==> src/rtl/fpg_pkg.sv <==
package fpg_pkg;
    typedef enum logic [0:0] {
        ST_IDLE = 1'b0,
        ST_RUN  = 1'b1
    } fpg_state_e;
endpackage

==> src/rtl/fpg_step.sv <==
// Chooses the next interval length and updates the fractional remainder.
module fpg_step #(
    parameter int INT_W     = 16,
    parameter int FRAC_W    = 16,
    parameter int MIN_TICKS = 2
) (
    input  logic [FRAC_W-1:0] acc_i,
    input  logic [FRAC_W-1:0] frac_i,
    input  logic [INT_W-1:0]  int_i,
    input  logic              add_i,
    output logic [FRAC_W-1:0] acc_o,
    output logic [INT_W:0]    len_o
);
    localparam logic [INT_W-1:0] MIN_VAL = INT_W'(MIN_TICKS);

    logic [FRAC_W:0]  sum;
    logic             carry;
    logic [INT_W-1:0] base;

    always_comb begin
        sum   = {1'b0, acc_i} + {1'b0, frac_i};
        carry = add_i & sum[FRAC_W];
        acc_o = add_i ? sum[FRAC_W-1:0] : acc_i;
        base  = (int_i < MIN_VAL) ? MIN_VAL : int_i;
        len_o = {1'b0, base} + {{INT_W{1'b0}}, carry};
    end
endmodule

==> src/rtl/fpg_down_counter.sv <==
// Reloadable tick counter; flags the last tick of an interval.
module fpg_down_counter #(
    parameter int W = 17
) (
    input  logic         clk,
    input  logic         rst,
    input  logic         load_i,
    input  logic [W-1:0] val_i,
    output logic         zero_o
);
    logic [W-1:0] cnt_q;

    always_ff @(posedge clk) begin
        if (rst) begin
            cnt_q <= '0;
        end else if (load_i) begin
            cnt_q <= val_i;
        end else if (cnt_q != '0) begin
            cnt_q <= cnt_q - W'(1);
        end
    end

    assign zero_o = (cnt_q == '0);
endmodule

==> src/rtl/frac_period_gen.sv <==
module frac_period_gen #(
    parameter int INT_W  = 16,
    parameter int FRAC_W = 16
) (
    input  logic                      clk,
    input  logic                      rst,
    input  logic                      period_valid,
    input  logic [INT_W+FRAC_W-1:0]   period_word,
    output logic                      wave_out,
    output logic                      interval_start
);
    import fpg_pkg::*;

    localparam int WORD_W = INT_W + FRAC_W;
    localparam int LEN_W  = INT_W + 1;

    fpg_state_e        state_q, state_d;
    logic [WORD_W-1:0] held_q;
    logic [WORD_W-1:0] eff_word;
    logic [FRAC_W-1:0] acc_q, acc_next;
    logic [LEN_W-1:0]  next_len;
    logic              cnt_zero;
    logic              launch, wrap, load;

    // State register
    always_ff @(posedge clk) begin
        if (rst) state_q <= ST_IDLE;
        else     state_q <= state_d;
    end

    // Next state and transition decode
    always_comb begin
        launch  = 1'b0;
        wrap    = 1'b0;
        state_d = state_q;
        unique case (state_q)
            ST_IDLE: begin
                launch  = 1'b1;
                state_d = ST_RUN;
            end
            ST_RUN: begin
                wrap    = cnt_zero;
                state_d = ST_RUN;
            end
        endcase
    end

    // A strobe in the boundary cycle bypasses the holding register
    assign eff_word = period_valid ? period_word : held_q;
    assign load     = launch | wrap;

    fpg_step #(
        .INT_W     (INT_W),
        .FRAC_W    (FRAC_W),
        .MIN_TICKS (2)
    ) u_step (
        .acc_i  (acc_q),
        .frac_i (eff_word[FRAC_W-1:0]),
        .int_i  (eff_word[WORD_W-1:FRAC_W]),
        .add_i  (wrap),
        .acc_o  (acc_next),
        .len_o  (next_len)
    );

    fpg_down_counter #(
        .W (LEN_W)
    ) u_cnt (
        .clk    (clk),
        .rst    (rst),
        .load_i (load),
        .val_i  (next_len - LEN_W'(1)),
        .zero_o (cnt_zero)
    );

    // Output and datapath registers
    always_ff @(posedge clk) begin
        if (rst) begin
            held_q         <= '0;
            acc_q          <= '0;
            wave_out       <= 1'b0;
            interval_start <= 1'b0;
        end else begin
            if (period_valid) held_q <= period_word;
            acc_q          <= acc_next;
            interval_start <= load;
            if (wrap) wave_out <= ~wave_out;
        end
    end
endmodule

==> config.mk <==
export PLATFORM = sky130hd
export DESIGN_NAME = frac_period_gen
export DESIGN_NICKNAME = d
export VERILOG_FILES = /design/src/rtl/fpg_pkg.sv /design/src/rtl/fpg_step.sv /design/src/rtl/fpg_down_counter.sv /design/src/rtl/frac_period_gen.sv
export SDC_FILE = /design/constraint.sdc
export NUM_CORES = 1
export LEC_CHECK = 0
export ABC_CLOCK_PERIOD_IN_PS = 5800
export BUFFER_PORTS_ARGS = -buffer_cell sky130_fd_sc_hd__buf_2
export CAP_MARGIN = 40
export CORE_MARGIN = 3
export CORE_UTILIZATION = 52
export CTS_BUF_LIST = sky130_fd_sc_hd__clkbuf_8 sky130_fd_sc_hd__clkbuf_16
export DETAILED_ROUTE_END_ITERATION = 8
export GPL_ROUTABILITY_DRIVEN = 0
export GPL_TIMING_DRIVEN = 0
export HOLD_SLACK_MARGIN = 0.08
export PLACE_DENSITY = 0.77
export SETUP_SLACK_MARGIN = 0.1
export SYNTH_ARGS = -nofsm -noshare
export SYNTH_HDL_FRONTEND = slang
export SYNTH_SLANG_ARGS = --single-unit
==> constraint.sdc <==
create_clock -name clk -period 5.8 [get_ports clk]
set_clock_uncertainty 0.15 [all_clocks]
set_input_delay 0.29 -clock clk [delete_from_list [all_inputs] [get_ports clk]]
set_output_delay 0.29 -clock clk [all_outputs]
set_load 0.05 [all_outputs]
* Yosys cells after proc, flatten, opt, wreduce, memory -nomap -nowiden
Index checks and enable logic that the tools add are counted.
** Word-level totals
- Output and inout port bits :: 2
- Word-level logic and storage cells :: 24
- Input bits :: 35
- Flip-flop bits (word level) :: 68
** Operators by class
- Add/sub/neg operators :: 4
- Bitwise operators :: 3
- Order comparisons :: 1
- Reductions and logical operators :: 3
- Muxes and demuxes :: 7
** Operators with widths (number)
- 17-bit 2-to-1 mux :: 2
- 17-bit by 1-bit subtractor with 17-bit output (second input constant) :: 2
- 32-bit 2-to-1 mux :: 1
- 16-bit by 1-bit adder with 17-bit output :: 1
- 16-bit by 16-bit adder with 17-bit output :: 1
- 17-bit zero test :: 1
- 17-bit nonzero test :: 1
- 16-bit by 2-bit less-than comparator with 1-bit output (second input constant) :: 1
- 16-bit 2-to-1 mux :: 1
- 1-bit 2-to-1 mux :: 3
- 2-bit nonzero test :: 1
- 1-bit bitwise AND :: 1
- 1-bit inverter :: 1
- 1-bit OR :: 1

* Longest topological paths before layout
- Word-level depth :: 6
- Gate-level depth with buffers :: 21
- Gate-level depth less buffers :: 16

* Cells and area by module
From an unflattened synthesis, not the netlist that was laid out.
** Second synthesis, totals
- Cell total of the unflattened synthesis :: 476
- Area, all modules :: 4265.3 um2
** Modules (own cells, without submodules)
- frac_period_gen :: area an instance 2034.5 um2, instances 1, cells an instance 187, sequential area each 1021.0 um2
- fpg_step :: area an instance 1300.0 um2, instances 1, cells an instance 177, sequential area each 0.0 um2
- fpg_down_counter :: area an instance 930.9 um2, instances 1, cells an instance 112, sequential area each 340.3 um2

* Worst setup path before layout
OpenSTA, ideal clock, no wires.
- Path kind :: input port to flip-flop
- Start point :: input port period_valid
- End point :: register u_cnt.cnt_q[11]
- Setup time :: 64 ps
- Path buffers :: 5
- Data required time :: 5586 ps
- Data arrival time :: 4708 ps
- Path slack :: 878 ps
- Stages :: 21
- Cell sequence :: buf_6 -> clkbuf_8 -> clkbuf_8 -> buf_2 -> buf_2 -> mux2_2 -> ha_1 -> fa_1 -> a211oi_1 -> o21bai_1 -> o211ai_1 -> a21boi_0 -> o21a_1 -> o21ai_0 -> ha_1 -> nor4b_1 -> o221ai_1 -> a311oi_1 -> a21boi_0 -> o31a_1 -> nor2_1
** Between the ends
- Cells in the longest elaborated chain, start to end :: 6
- Elaborated cells on any way between the ends :: 8
- Those cells by class :: add/sub: 3; order compare: 1; mux: 3; bitwise: 1
** RTL lines
- start, declared :: RTL line frac_period_gen.sv:7 : input logic period_valid,
- 32-bit 2-to-1 mux
- net eff_word[0] :: RTL line frac_period_gen.sv:19 : logic [WORD_W-1:0] eff_word;
- 16-bit by 16-bit adder with 17-bit output :: RTL line fpg_step.sv:21 : sum = {1'b0, acc_i} + {1'b0, frac_i};
- 1-bit bitwise AND :: RTL line fpg_step.sv:22 : carry = add_i & sum[FRAC_W];
- 16-bit by 1-bit adder with 17-bit output :: RTL line fpg_step.sv:25 : len_o = {1'b0, base} + {{INT_W{1'b0}}, carry};
- 17-bit by 1-bit subtractor with 17-bit output :: RTL line frac_period_gen.sv:71 : .val_i (next_len - LEN_W'(1)),
- 17-bit 2-to-1 mux :: RTL line fpg_down_counter.sv:16 : end else if (load_i) begin
- end signal, assigned :: RTL line fpg_down_counter.sv:17 : cnt_q <= val_i;
- end signal, assigned :: RTL line fpg_down_counter.sv:19 : cnt_q <= cnt_q - W'(1);
- end, declared :: RTL line fpg_down_counter.sv:11 : logic [W-1:0] cnt_q;
The timed path passes the listed nets, and every way through them passes these cells.
A chain may end at the register's enable or synchronous reset.

* Worst setup path after layout
Same ends and word-level chain as after synthesis.

==> flow_summary.json <==
{
  "final_period_minus_worst_setup_slack_ns": 5.30,
  "p_clk_share_pct": 34.1,
  "grt_first_pass_wirelength_um": 16400,
  "power.share.sequential_pct": 45.0,
  "worst_max_slew_pin_slew_ns": 0.742,
  "synthesis.nets": 522,
  "antenna_cells": 0,
  "power_switching_uw": 344,
  "worst-path-max-fanout": 10,
  "cts_sinks": 68,
  "drt_pre_antenna_iters": 5,
  "tritoncts.num_buffers": 9,
  "drt.antenna.violating_nets": 0,
  "combinationalPowerShare_pct": 20.9,
  "design.portCount": 37,
  "dp_slack_ns": -0.108,
  "timing.fmax_mhz": 189,
  "drv.max_cap_violation_count": 0,
  "grt_pass1_vias": 3464,
  "met3WireLength_um": 600,
  "grt_antenna_before_repair": 0,
  "dp_cells": 599,
  "run_status": "complete, no violations",
  "cts_max_path_buffers": 2,
  "finalHoldViolCount": 0,
  "synth-edff-count": 0,
  "synth_top_flop_cell": "sky130_fd_sc_hd__dfxtp_1",
  "postCtsSetupRepairBufs": 0,
  "rsz0062_at_grt": "no",
  "final_nets": 569,
  "total_of_endpoints_with_negative_setup_slack_in_the_final_report": 0,
  "met2_wirelength_um": 4500,
  "crit_path_start_kind": "input port",
  "relSlewSlack_pct": 50.6,
  "grt_overflow": 0,
  "synth_cells": 465,
  "cts_htree_levels": 3,
  "num_rows": 31,
  "worst_skew_pair.late_latency_ns": 0.36,
  "min-delay-path-class": "input port to flip-flop",
  "cp.required_ns": 5.95,
  "layout-drive-gt1-share_pct": 16.1,
  "wl_per_cell_um": 16.2,
  "detailed_route_wire_length_on_metal_1_um": 4680,
  "post-route-worst-setup-slack_ns": 0.497,
  "timing.hold.ws_ns": 0.0941,
  "netSwitchingFraction_pct": 29.9,
  "fill_cells": 635,
  "clock_input_transition_at_the_sequential_cells_of_the_worst_setup_and_hold_paths_ns": 0.07,
  "netlist-cell-type-count": 60,
  "critPathArrivalTime_ns": 5.45,
  "syn-mean-instance-area_um2": 8.75,
  "power_per_cell_area_mw_per_mm2": 251,
  "numPortBuffers": 35,
  "ys_seq_elements": 68,
  "placeableCoreArea_mm2": 0.00741,
  "floorplan.die.width_um": 94.5,
  "worst_path_class_setup": "input port to flip-flop",
  "seq_area_frac_synth_pct": 33.4,
  "async_flop_share_pct": 0,
  "groute.usage.overall_pct": 23.4,
  "flow.area_growth_from_synthesis_pct": 12.9,
  "synth.cell_area_mm2": 0.00407,
  "first_iter_violations": 222,
  "tritoncts": "done",
  "worstSetupEndpointType": "flip-flop",
  "via_count": 3617,
  "post_drt_via_cell_ratio": 5.87,
  "final_max_slew_viol_count": 0,
  "power.leakage_uw": 0.00189,
  "clockRootBuffer": "sky130_fd_sc_hd__clkbuf_8",
  "yosysWarnings": 0,
  "wl_um": 10000,
  "start_util_pct": 54.9,
  "internal_power_uw": 807,
  "dieArea_mm2": 0.00892,
  "layout.core_utilization_pct": 62.1,
  "sum_of_net_half_perimeters_after_detailed_placement_um": 7170,
  "post-route-period-util_pct": 91.4,
  "drt_drc_violations_left": 0,
  "grt_max_degree": 12,
  "die_ht_um": 94.5,
  "instances_no_fill": 616,
  "highest_layer_used_for_signal_routing": "met4",
  "ir_worst_vdd_v": 0.000141
}
power groups by stage:
stage	Combinational (µW)	Sequential (µW)	Clock, µW
4_1_cts	236	518	394
6_report	240	519	393
3_3_place_gp	226	526	0
5_1_grt	266	522	417
2_1_floorplan	176	525	0
3_5_place_dp	233	528	0
worst max-delay path: stages:
cell and delay (ns):
sky130_fd_sc_hd__buf_6 0.11, sky130_fd_sc_hd__clkbuf_8 0.18, sky130_fd_sc_hd__clkbuf_8 0.18, sky130_fd_sc_hd__buf_2 0.30, sky130_fd_sc_hd__clkbuf_4 0.32, sky130_fd_sc_hd__mux2_2 0.37
sky130_fd_sc_hd__ha_1 0.24, sky130_fd_sc_hd__fa_1 0.44, sky130_fd_sc_hd__a211oi_1 0.33, sky130_fd_sc_hd__o21bai_1 0.18, sky130_fd_sc_hd__o211ai_1 0.26, sky130_fd_sc_hd__a21boi_0 0.17
sky130_fd_sc_hd__o21a_1 0.19, sky130_fd_sc_hd__o21ai_0 0.17, sky130_fd_sc_hd__ha_1 0.30, sky130_fd_sc_hd__nor4b_4 0.30, sky130_fd_sc_hd__o221ai_1 0.21, sky130_fd_sc_hd__a311oi_2 0.37
sky130_fd_sc_hd__a21boi_0 0.17, sky130_fd_sc_hd__o31a_1 0.26, sky130_fd_sc_hd__nor2_1 0.08
area by class of cell:
cell class	count	area (µm²)	area share (%)
Multi-Input combinational cell	369	2570	55.9
Inverter	6	22.5	0.490
Tap cell	99	124	2.69
Clock buffer	10	138	2.99
Clock inverter	6	56.3	1.22
Timing Repair Buffer	36	185	4.03
Sequential cell	68	1360	29.6
Buffer	22	140	3.05
registers in the layout (all words and copies together) (netlist names):
| register | count |
|---|---|
| held_q | 32 |
| u_cnt.cnt_q | 17 |
| state_q | 1 |
| acc_q | 16 |
| interval_start | 1 |
| wave_out | 1 |
cell families (layout without fill, tap and decap cells):
kind of cell,Yosys count,count (layout),synth area share (%)
flip-flops,68,68,33.4
multiplexers,33,33,8.64
AND/OR/NAND/NOR,185,185,24.0
AO/OA/AOI/OAI,98,98,16.4
buffers and inverters,28,80,3.93
XOR/XNOR,31,31,6.67
adder cells (fa/ha/maj),22,22,6.95
synthesized netlist by cell type (5+ instances only):
cell | instances | area (µm²)
sky130_fd_sc_hd__a211oi_1 | 15 | 113
sky130_fd_sc_hd__o31ai_1 | 5 | 37.5
sky130_fd_sc_hd__nor3b_1 | 8 | 60.1
sky130_fd_sc_hd__xnor2_1 | 22 | 193
sky130_fd_sc_hd__mux2i_1 | 16 | 160
sky130_fd_sc_hd__o211ai_1 | 5 | 37.5
sky130_fd_sc_hd__mux2_2 | 17 | 191
sky130_fd_sc_hd__nor2_1 | 49 | 184
sky130_fd_sc_hd__ha_1 | 21 | 263
sky130_fd_sc_hd__nand3_1 | 9 | 45.0
sky130_fd_sc_hd__nand4_1 | 5 | 31.3
sky130_fd_sc_hd__nor4_1 | 5 | 31.3
sky130_fd_sc_hd__o21a_1 | 8 | 60.1
sky130_fd_sc_hd__inv_1 | 6 | 22.5
sky130_fd_sc_hd__and2_1 | 19 | 119
sky130_fd_sc_hd__a21oi_1 | 24 | 120
sky130_fd_sc_hd__nor3_1 | 14 | 70.1
sky130_fd_sc_hd__xor2_1 | 9 | 78.8
sky130_fd_sc_hd__clkbuf_1 | 13 | 48.8
sky130_fd_sc_hd__dfxtp_1 | 68 | 1360
sky130_fd_sc_hd__o21ai_0 | 12 | 60.1
sky130_fd_sc_hd__nand2_1 | 42 | 158
sky130_fd_sc_hd__and3_1 | 6 | 37.5
layer usage:
layer  up-vias  track usage [%]
met5         -                0
met4         0             10.1
met3        24             3.98
met2       138             36.3
met1      1675             32.1
li1       1780                -
repair_timing:
item	4_1_cts	5_1_grt
gates resized for setup	0	4
hold buffers	1	0
endpoints found under the setup margin	0	6
hold endpoints to repair	1	0
layout by cell type (no fill, tap or decap), types with 3 or more instances in the layout:
cell                       netlist  layout
sky130_fd_sc_hd__a211oi_1       15      15
sky130_fd_sc_hd__a21o_1          4       4
sky130_fd_sc_hd__a21oi_1        24      24
sky130_fd_sc_hd__a41oi_1         3       3
sky130_fd_sc_hd__and2_1         19      19
sky130_fd_sc_hd__and3_1          6       6
sky130_fd_sc_hd__buf_2           3      37
sky130_fd_sc_hd__clkbuf_1       13      13
sky130_fd_sc_hd__clkbuf_8        4      14
sky130_fd_sc_hd__dfxtp_1        68      68
sky130_fd_sc_hd__ha_1           21      21
sky130_fd_sc_hd__inv_1           6       8
sky130_fd_sc_hd__mux2_2         17      17
sky130_fd_sc_hd__mux2i_1        16      16
sky130_fd_sc_hd__nand2_1        42      42
sky130_fd_sc_hd__nand2b_1        4       4
sky130_fd_sc_hd__nand3_1         9       9
sky130_fd_sc_hd__nand4_1         5       5
sky130_fd_sc_hd__nor2_1         49      49
sky130_fd_sc_hd__nor3_1         14      14
sky130_fd_sc_hd__nor3b_1         8       8
sky130_fd_sc_hd__nor4_1          5       5
sky130_fd_sc_hd__nor4b_1         4       3
sky130_fd_sc_hd__o211ai_1        5       5
sky130_fd_sc_hd__o21a_1          8       8
sky130_fd_sc_hd__o21ai_0        12      12
sky130_fd_sc_hd__o22ai_1         3       3
sky130_fd_sc_hd__o31ai_1         5       5
sky130_fd_sc_hd__or3_1           3       3
sky130_fd_sc_hd__or4_1           3       3
sky130_fd_sc_hd__xnor2_1        22      22
sky130_fd_sc_hd__xor2_1          9       9
final timing paths:
check                  start         endpoint  slack (ns)  cells after the start
max reg2reg        held_q[0]  u_cnt.cnt_q[11]        1.34                     16
min          period_word[27]       held_q[27]        0.09                      3
min reg2reg         acc_q[9]         acc_q[9]        0.31                      2
max             period_valid  u_cnt.cnt_q[11]        0.50                     21
through the flow:
stage / area [µm²] / setup TNS (ns) / total power (µW)
final: 4600 / 0 / 1150
after global routing: 4600 / 0 / 1200
after CTS: 4570 / 0 / 1150
after detailed placement: 4370 / -0.120 / 761
after global placement: 4370 / 0 / 752
after floorplan: 4070 / 0 / 701
Note: power is estimated with default switching activity, not from simulation.
